### config.mk
export PLATFORM = sky130hd
export DESIGN_NAME = i2c_reg_target
export DESIGN_NICKNAME = d
export VERILOG_FILES = /design/src/rtl/i2c_tgt_pkg.sv /design/src/rtl/i2c_tgt_sync.sv /design/src/rtl/i2c_tgt_dp.sv /design/src/rtl/i2c_tgt_ctrl.sv /design/src/rtl/i2c_reg_target.sv
export SDC_FILE = /design/constraint.sdc
export NUM_CORES = 1
export LEC_CHECK = 0
export ABC_AREA = 0
export BUFFER_PORTS_ARGS = -buffer_cell sky130_fd_sc_hd__buf_2
export CORE_UTILIZATION = 57
export CTS_CLUSTER_DIAMETER = 120
export CTS_CLUSTER_SIZE = 25
export DETAILED_ROUTE_END_ITERATION = 10
export HOLD_SLACK_MARGIN = 0.02
export PLACE_DENSITY_LB_ADDON = 0.1
export SYNTH_ARGS = -nofsm -noshare
export SYNTH_HDL_FRONTEND = slang
export SYNTH_SLANG_ARGS = --single-unit
### constraint.sdc
create_clock -name clk -period 2.08 [get_ports clk]
set_input_delay 0 -clock clk [delete_from_list [all_inputs] [get_ports clk]]
set_output_delay 0 -clock clk [all_outputs]
set_load 0.02 [all_outputs]
### src/rtl/i2c_tgt_pkg.sv
package i2c_tgt_pkg;

  // Bus-level observations produced by the datapath
  typedef struct packed {
    logic sclLvl;
    logic sdaLvl;
    logic sclRise;
    logic sclFall;
    logic startEv;
    logic stopEv;
  } busEvt_t;

  // Strobes from control to datapath
  typedef struct packed {
    logic shiftIn;
    logic loadSub;
    logic writeByte;
    logic loadTx;
    logic shiftTx;
    logic ackOn;
    logic sdaOff;
  } dpCmd_t;

  typedef enum logic [3:0] {
    ST_IDLE,
    ST_ADDR,
    ST_ADDR_ACK,
    ST_SUB,
    ST_SUB_ACK,
    ST_WDATA,
    ST_WDATA_ACK,
    ST_RDATA,
    ST_RD_ACK
  } tgtState_t;

endpackage

### src/rtl/i2c_tgt_sync.sv
module i2c_tgt_sync #(
  parameter int STAGES = 2
) (
  input  logic clk,
  input  logic rstN,
  input  logic din,
  output logic q
);
  logic [STAGES-1:0] pipe;

  always_ff @(posedge clk) begin
    if (!rstN) pipe <= '1;   // idle bus reads high
    else       pipe <= {pipe[STAGES-2:0], din};
  end

  assign q = pipe[STAGES-1];
endmodule

### src/rtl/i2c_tgt_dp.sv
module i2c_tgt_dp
  import i2c_tgt_pkg::*;
#(
  parameter int NUM_REGS    = 32,
  parameter int SYNC_STAGES = 2,
  parameter int AW          = 8
) (
  input  logic          clk,
  input  logic          rstN,
  input  logic          scl,
  input  logic          sdaIn,
  input  dpCmd_t        cmd,
  input  logic [7:0]    regRdData,
  output busEvt_t       evt,
  output logic [7:0]    rxByte,
  output logic          sdaDriveLow,
  output logic [AW-1:0] regRdAddr,
  output logic          regWrEn,
  output logic [AW-1:0] regWrAddr,
  output logic [7:0]    regWrData
);
  logic sclS, sdaS, sclD, sdaD;
  logic [6:0] txRest;
  logic [AW-1:0] ptr;
  logic ptrInRange;

  i2c_tgt_sync #(.STAGES(SYNC_STAGES)) u_sclSync (.clk(clk), .rstN(rstN), .din(scl),   .q(sclS));
  i2c_tgt_sync #(.STAGES(SYNC_STAGES)) u_sdaSync (.clk(clk), .rstN(rstN), .din(sdaIn), .q(sdaS));

  always_ff @(posedge clk) begin
    if (!rstN) begin
      sclD <= 1'b1;
      sdaD <= 1'b1;
    end else begin
      sclD <= sclS;
      sdaD <= sdaS;
    end
  end

  always_comb begin
    evt.sclLvl  = sclS;
    evt.sdaLvl  = sdaS;
    evt.sclRise = sclS & ~sclD;
    evt.sclFall = ~sclS & sclD;
    evt.startEv = sclS & sclD & sdaD & ~sdaS;
    evt.stopEv  = sclS & sclD & ~sdaD & sdaS;
  end

  assign ptrInRange = (32'(ptr) < NUM_REGS);

  always_ff @(posedge clk) begin
    if (!rstN) begin
      rxByte      <= '0;
      txRest      <= '0;
      ptr         <= '0;
      sdaDriveLow <= 1'b0;
      regWrEn     <= 1'b0;
      regWrAddr   <= '0;
      regWrData   <= '0;
    end else begin
      regWrEn <= 1'b0;
      if (cmd.shiftIn) rxByte <= {rxByte[6:0], sdaS};
      if (cmd.loadSub) ptr <= AW'(rxByte);
      if (cmd.writeByte) begin
        regWrEn   <= ptrInRange;
        regWrAddr <= ptr;
        regWrData <= rxByte;
        ptr       <= ptr + 1'b1;
      end
      if (cmd.loadTx) begin
        txRest      <= regRdData[6:0];
        sdaDriveLow <= ~regRdData[7];
        ptr         <= ptr + 1'b1;
      end
      if (cmd.shiftTx) begin
        sdaDriveLow <= ~txRest[6];
        txRest      <= {txRest[5:0], 1'b0};
      end
      if (cmd.ackOn)  sdaDriveLow <= 1'b1;
      if (cmd.sdaOff) sdaDriveLow <= 1'b0;
    end
  end

  assign regRdAddr = ptr;
endmodule

### src/rtl/i2c_tgt_ctrl.sv
module i2c_tgt_ctrl
  import i2c_tgt_pkg::*;
#(
  parameter logic [6:0] DEV_ADDR0 = 7'h1C,
  parameter logic [6:0] DEV_ADDR1 = 7'h1D
) (
  input  logic       clk,
  input  logic       rstN,
  input  busEvt_t    evt,
  input  logic [7:0] rxByte,
  input  logic       addrStrap,
  output dpCmd_t     cmd
);
  tgtState_t state, stNext;
  logic [3:0] bitCnt, cntNext;
  logic rdMode, rdNext, mAck, mAckNext;
  logic [6:0] devAddr;

  assign devAddr = addrStrap ? DEV_ADDR1 : DEV_ADDR0;

  always_comb begin
    cmd      = '0;
    stNext   = state;
    cntNext  = bitCnt;
    rdNext   = rdMode;
    mAckNext = mAck;
    if (evt.startEv) begin
      stNext     = ST_ADDR;
      cntNext    = '0;
      cmd.sdaOff = 1'b1;
    end else if (evt.stopEv) begin
      stNext     = ST_IDLE;
      cntNext    = '0;
      cmd.sdaOff = 1'b1;
    end else begin
      case (state)
        ST_ADDR, ST_SUB, ST_WDATA: begin
          if (evt.sclRise && bitCnt != 4'd8) begin
            cmd.shiftIn = 1'b1;
            cntNext     = bitCnt + 4'd1;
          end else if (evt.sclFall && bitCnt == 4'd8) begin
            cntNext = '0;
            if (state == ST_ADDR) begin
              if (rxByte[7:1] == devAddr) begin
                cmd.ackOn = 1'b1;
                rdNext    = rxByte[0];
                stNext    = ST_ADDR_ACK;
              end else begin
                stNext = ST_IDLE;
              end
            end else if (state == ST_SUB) begin
              cmd.loadSub = 1'b1;
              cmd.ackOn   = 1'b1;
              stNext      = ST_SUB_ACK;
            end else begin
              cmd.writeByte = 1'b1;
              cmd.ackOn     = 1'b1;
              stNext        = ST_WDATA_ACK;
            end
          end
        end
        ST_ADDR_ACK: begin
          if (evt.sclFall) begin
            if (rdMode) begin
              cmd.loadTx = 1'b1;
              stNext     = ST_RDATA;
            end else begin
              cmd.sdaOff = 1'b1;
              stNext     = ST_SUB;
            end
          end
        end
        ST_SUB_ACK, ST_WDATA_ACK: begin
          if (evt.sclFall) begin
            cmd.sdaOff = 1'b1;
            stNext     = ST_WDATA;
          end
        end
        ST_RDATA: begin
          if (evt.sclFall) begin
            if (bitCnt == 4'd7) begin
              cmd.sdaOff = 1'b1;
              cntNext    = '0;
              stNext     = ST_RD_ACK;
            end else begin
              cmd.shiftTx = 1'b1;
              cntNext     = bitCnt + 4'd1;
            end
          end
        end
        ST_RD_ACK: begin
          if (evt.sclRise) mAckNext = ~evt.sdaLvl;
          if (evt.sclFall) begin
            if (mAck) begin
              cmd.loadTx = 1'b1;
              stNext     = ST_RDATA;
            end else begin
              stNext = ST_IDLE;
            end
          end
        end
        default: ;
      endcase
    end
  end

  always_ff @(posedge clk) begin
    if (!rstN) begin
      state  <= ST_IDLE;
      bitCnt <= '0;
      rdMode <= 1'b0;
      mAck   <= 1'b0;
    end else begin
      state  <= stNext;
      bitCnt <= cntNext;
      rdMode <= rdNext;
      mAck   <= mAckNext;
    end
  end
endmodule

### src/rtl/i2c_reg_target.sv
module i2c_reg_target
  import i2c_tgt_pkg::*;
#(
  parameter int         NUM_REGS    = 32,
  parameter int         SYNC_STAGES = 2,
  parameter logic [6:0] DEV_ADDR0   = 7'h1C,
  parameter logic [6:0] DEV_ADDR1   = 7'h1D
) (
  input  logic       clk,
  input  logic       rstN,
  input  logic       scl,
  input  logic       sdaIn,
  input  logic       addrStrap,
  output logic       sdaDriveLow,
  output logic [7:0] regRdAddr,
  input  logic [7:0] regRdData,
  output logic       regWrEn,
  output logic [7:0] regWrAddr,
  output logic [7:0] regWrData
);
  busEvt_t    busEvt;
  dpCmd_t     dpCmd;
  logic [7:0] rxByte;

  i2c_tgt_ctrl #(.DEV_ADDR0(DEV_ADDR0), .DEV_ADDR1(DEV_ADDR1)) u_ctrl (
    .clk(clk), .rstN(rstN), .evt(busEvt), .rxByte(rxByte),
    .addrStrap(addrStrap), .cmd(dpCmd)
  );

  i2c_tgt_dp #(.NUM_REGS(NUM_REGS), .SYNC_STAGES(SYNC_STAGES), .AW(8)) u_dp (
    .clk(clk), .rstN(rstN), .scl(scl), .sdaIn(sdaIn), .cmd(dpCmd),
    .regRdData(regRdData), .evt(busEvt), .rxByte(rxByte),
    .sdaDriveLow(sdaDriveLow), .regRdAddr(regRdAddr), .regWrEn(regWrEn),
    .regWrAddr(regWrAddr), .regWrData(regWrData)
  );
endmodule

==> results_tabular.tex <==
\begin{tabular}{lr}
\hline
Metric & Value \\
\hline
\multicolumn{2}{l}{\textbf{Power and ir drop}} \\
Leakage power & 0.00142 µW \\
Pwr/cell area & 894 nW/µm² \\
Maximum vdd drop & 0.000641 V \\
\multicolumn{2}{l}{\textbf{Clocking}} \\
Buffer depth of the longest clock path & 2 \\
TritonCTS clock tree & done \\
Number of clock buffers inserted by TritonCTS & 9 \\
Clock sink total & between 50 and 60 \\
H-Tree Depth & 3 \\
Cell chosen for the clock root & sky130\_fd\_sc\_hd\_\_clkbuf\_8 \\
Total setup buffers inserted after CTS & 0 \\
Clock latency on the worst-skew pair & 0.33 ns \\
Clock edge transition at the registers on the reported setup and hold paths & 0.07 ns \\
\multicolumn{2}{l}{\textbf{Yosys}} \\
Synthesized flop and latch total & 57 \\
Sequential area share after synthesis & 0.415 \\
Post-synthesis instance total & 324 \\
Area share of the largest cell type after synthesis & 0.415 \\
Largest cells by area after synthesis & sky130\_fd\_sc\_hd\_\_dfxtp\_1 42\%, sky130\_fd\_sc\_hd\_\_nand2\_1 7.1\%, sky130\_fd\_sc\_hd\_\_a21boi\_0 5.7\% \\
Combined area of all synthesized cells & 2750 µm² \\
Distinct cell type count of the synthesized netlist & 52 \\
Fraction of registers with async set or reset after synthesis & 0 \\
Yosys warns & 0 \\
Cell with the most instances after synthesis & sky130\_fd\_sc\_hd\_\_dfxtp\_1 \\
Number of nets in the synthesized netlist & 340 \\
Number of enable flip-flop cells after synthesis & 0 \\
Dominant register cell in the synthesized netlist & sky130\_fd\_sc\_hd\_\_dfxtp\_1 \\
Post-synth top area cell & sky130\_fd\_sc\_hd\_\_dfxtp\_1 \\
Avg Synthesized Cell Area & 8.48 µm² \\
Most common library cells after synthesis & 57 x sky130\_fd\_sc\_hd\_\_dfxtp\_1, 52 x sky130\_fd\_sc\_hd\_\_nand2\_1, 21 x sky130\_fd\_sc\_hd\_\_a21boi\_0, 18 x sky130\_fd\_sc\_hd\_\_nor2\_1 \\
\multicolumn{2}{l}{\textbf{Global routing}} \\
Tot GR Track Use & 0.284 \\
Pin count of the biggest net entering global routing & 51 \\
Aggregate global routing overflow & 0 \\
Antenna violations before repair & 0 \\
First-pass GRT wire length & about 11000 µm \\
Via count of the first global-routing pass & approximately 2400 \\
\multicolumn{2}{l}{\textbf{Finish}} \\
Diodes inserted & 0 \\
Layout Nets & around 400 \\
Fill cells & 336 \\
Combined area of the multi-input logic cells & approximately 1500 µm² \\
Area growth, synth to finish & 23.8\% \\
Area of all sequential standard cells & 1140 µm² \\
Fraction of layout instances using a drive strength above 1 & 0.209 \\
Core Util, Final & 0.755 \\
\multicolumn{2}{l}{\textbf{Critical path}} \\
Number of cells on the worst reg-to-reg path & 4 \\
R2R Path Start & u\_ctrl.state[1]\$\_SDFFE\_PP0P\_ \\
Category of the most critical setup path & reg -> reg \\
Maximum fanout encountered on the critical timing path & 11 \\
Crit-path max cell delay & roughly 0.59 ns \\
Capture point of the worst reg-to-reg path & u\_ctrl.state[2]\$\_SDFFE\_PP0P\_ \\
Startpoint type of the worst setup path & flop \\
Slowest CP cell & sky130\_fd\_sc\_hd\_\_or4b\_4 \\
Worst path required time & about 2.3 ns \\
Critical path capture point type & flop \\
Worst setup slack for register-to-register paths & $\sim$0.088 ns \\
Critical path data arrival time & 2.26 ns \\
Cell chain of the critical path & or4b\_4 > a32o\_2 > or4\_1 > a21oi\_1 \\
Critical path's top delay family & simple AND/OR/NAND/NOR gates \\
Number of buffer and inverter stages on the critical path & 0 \\
\multicolumn{2}{l}{\textbf{Floorplanning}} \\
Number of placement rows & 24 \\
Die W & 71.4 µm \\
DIE AREA & 5100 µm² \\
I/O pin cnt & 39 \\
Core Box Area & 4500 µm² \\
Overall die height & 71.4 µm \\
Initial standard-cell utilization of the core & 0.610 \\
\multicolumn{2}{l}{\textbf{Placement}} \\
Gpl congestion & 0.921 \\
IO Port Bufs & 38 \\
Sum of net half-perimeters after detailed placement & 4470 µm \\
Worst setup slack after placement & 0.109 ns \\
\multicolumn{2}{l}{\textbf{Timing}} \\
Final clock period utilization by the worst path & 0.958 \\
Max-slew headroom & 0.669 \\
Number of hold violations in the final report & 0 \\
Min setup slack post-route & 0.0877 ns \\
Clock Skew & 0.00548 ns \\
Setup repair after global routing missed its margin & false \\
Timing-limited maximum frequency & 502 MHz \\
Worst hold margin & 0.152 ns \\
Setup Viol. Count Final & 0 \\
Tmin final & 1.99 ns \\
Transition time of the tightest slew-check pin & 0.491 ns \\
Number of pins with negative max-slew slack in the final report & 0 \\
Accumulated negative setup slack & 0 ns \\
\multicolumn{2}{l}{\textbf{Drt}} \\
Iteration-0 DRC Markers & 318 \\
DR vias & 2568 \\
DRC violation count after routing & 0 \\
Total length of routed wires & 6650 µm \\
Average via count per standard cell & 5.84 \\
Routed len/inst & about 15 µm \\
Number of nets with antenna violations after routing & 0 \\
Number of search-and-repair iterations in the first detailed-routing pass & 5 \\
\multicolumn{2}{l}{\textbf{Worst hold path}} \\
Min-Delay Path Depth & 3 \\
Hold/Removal Path Class & in -> reg \\
Worst Min Path Start & rstN \\
End of the worst hold path & u\_ctrl.bitCnt[1]\$\_SDFFE\_PP0P\_ \\
\multicolumn{2}{l}{\textbf{Job}} \\
Max Cap Violations & 0 \\
\multicolumn{2}{l}{\textbf{Status}} \\
Outcome & complete, no violations \\
\hline
\end{tabular}
-- metrics by stage --
step           power (µW)  cells  cell area, µm²
2_1_floorplan        1680    324            2750
3_3_place_gp         1830    415            3070
3_5_place_dp         1830    415            3070
4_1_cts              3030    440            3390
5_1_grt              3180    440            3400
6_report             3040    440            3400
-- layer usage --
layer	share of wire	track usage
met1	0.47	0.380
met2	0.46	0.448
met3	0.044	0.0549
met4	0.019	0.127
met5	0	0
-- timing repair --
action / CTS / global route
setup endpoints to repair: 0 / 9
hold endpoints to repair: 9 / 0
resized for setup: 0 / 3
hold buffers: 9 / 0
-- sequential cells by signal (all words and copies together), names as in the netlist --
signal and cells:
u_ctrl.bitCnt 4, u_ctrl.mAck 1, u_ctrl.rdMode 1, u_ctrl.state 4, u_dp.regRdAddr 8, u_dp.regWrAddr 8, u_dp.regWrData 8, u_dp.regWrEn 1
u_dp.rxByte 8, u_dp.sclD 1, u_dp.sdaD 1, u_dp.sdaDriveLow 1, u_dp.txRest 7, u_dp.u_sclSync.pipe 2, u_dp.u_sdaSync.pipe 2
-- power breakdown --
| part | leakage (µW) | total, µW | switching, µW | internal, µW |
|---|---|---|---|---|
| Sequential | 0.000460 | 1180 | 55.5 | 1120 |
| Clock | 0.000117 | 1190 | 450 | 743 |
| Combinational | 0.000847 | 668 | 349 | 318 |
| Total | 0.00142 | 3040 | 855 | 2190 |
-- cells in the final DEF (no fill, tap or decap), drive strengths merged, types with 2 or more instances in the layout --
cell         synthesis  layout
a211oi               2       2
a21boi              21      21
a21oi               12      12
a221oi               2       2
a32o                 4       4
a32oi                3       3
and2                 2       2
and3                 3       3
and4                 2       2
buf                  4      58
bufinv               0       2
clkbuf              15      12
dfxtp               57      57
dlygate4sd3          0       9
ha                   3       3
inv                 10      11
mux2i               15      15
nand2               52      52
nand2b               8       8
nand3               10      10
nand3b               4       4
nand4                3       3
nand4b               2       2
nor2                18      18
nor2b               14      14
nor3                 6       6
nor3b                3       3
o21ai               11      11
o221ai               7       7
o22ai                2       2
o31a                 3       3
or2                  2       2
or3                  4       4
or4                  2       2
xor2                 2       2
-- worst min-delay path, delay by kind of cell --
family                 cells  cell delay (ns)
AO/OA/AOI/OAI              1             0.07
buffers and inverters      1             0.12
AND/OR/NAND/NOR            1             0.25
-- final cells by class --
cell class,instances,area share
clock inverters,4,0.0217
inverters,10,0.0110
flip-flops and latches,57,0.336
clock buffers,12,0.0456
repair buffers,67,0.127
multi-input cells,238,0.440
well taps,52,0.0191
-- cells by family after synthesis --
family | count (synthesis) | share of synthesized area
buf+inv | 29 | 0.0433
mux | 15 | 0.0546
simple gates | 139 | 0.257
fa+ha+maj | 3 | 0.0137
compound gates | 79 | 0.209
flops | 57 | 0.415
xor+xnor | 2 | 0.00638
-- how the worst max path moves through the flow --
stage	end	cells after the start	startpoint	slack, ns
2_1_floorplan	u_ctrl.state[2]$_SDFFE_PP0P_	5	u_ctrl.state[1]$_SDFFE_PP0P_	0.18
3_3_place_gp	u_dp.sdaDriveLow$_SDFFE_PP0P_	6	u_ctrl.state[3]$_SDFFE_PP0P_	0.09
3_5_place_dp	u_ctrl.state[2]$_SDFFE_PP0P_	4	u_ctrl.state[1]$_SDFFE_PP0P_	0.11
4_1_cts	u_ctrl.state[2]$_SDFFE_PP0P_	4	u_ctrl.state[1]$_SDFFE_PP0P_	0.09
5_1_grt	u_ctrl.state[2]$_SDFFE_PP0P_	4	u_ctrl.state[1]$_SDFFE_PP0P_	0.004
6_report	u_ctrl.state[2]$_SDFFE_PP0P_	4	u_ctrl.state[1]$_SDFFE_PP0P_	0.09
No activity file was read; power rests on OpenSTA's default activity.
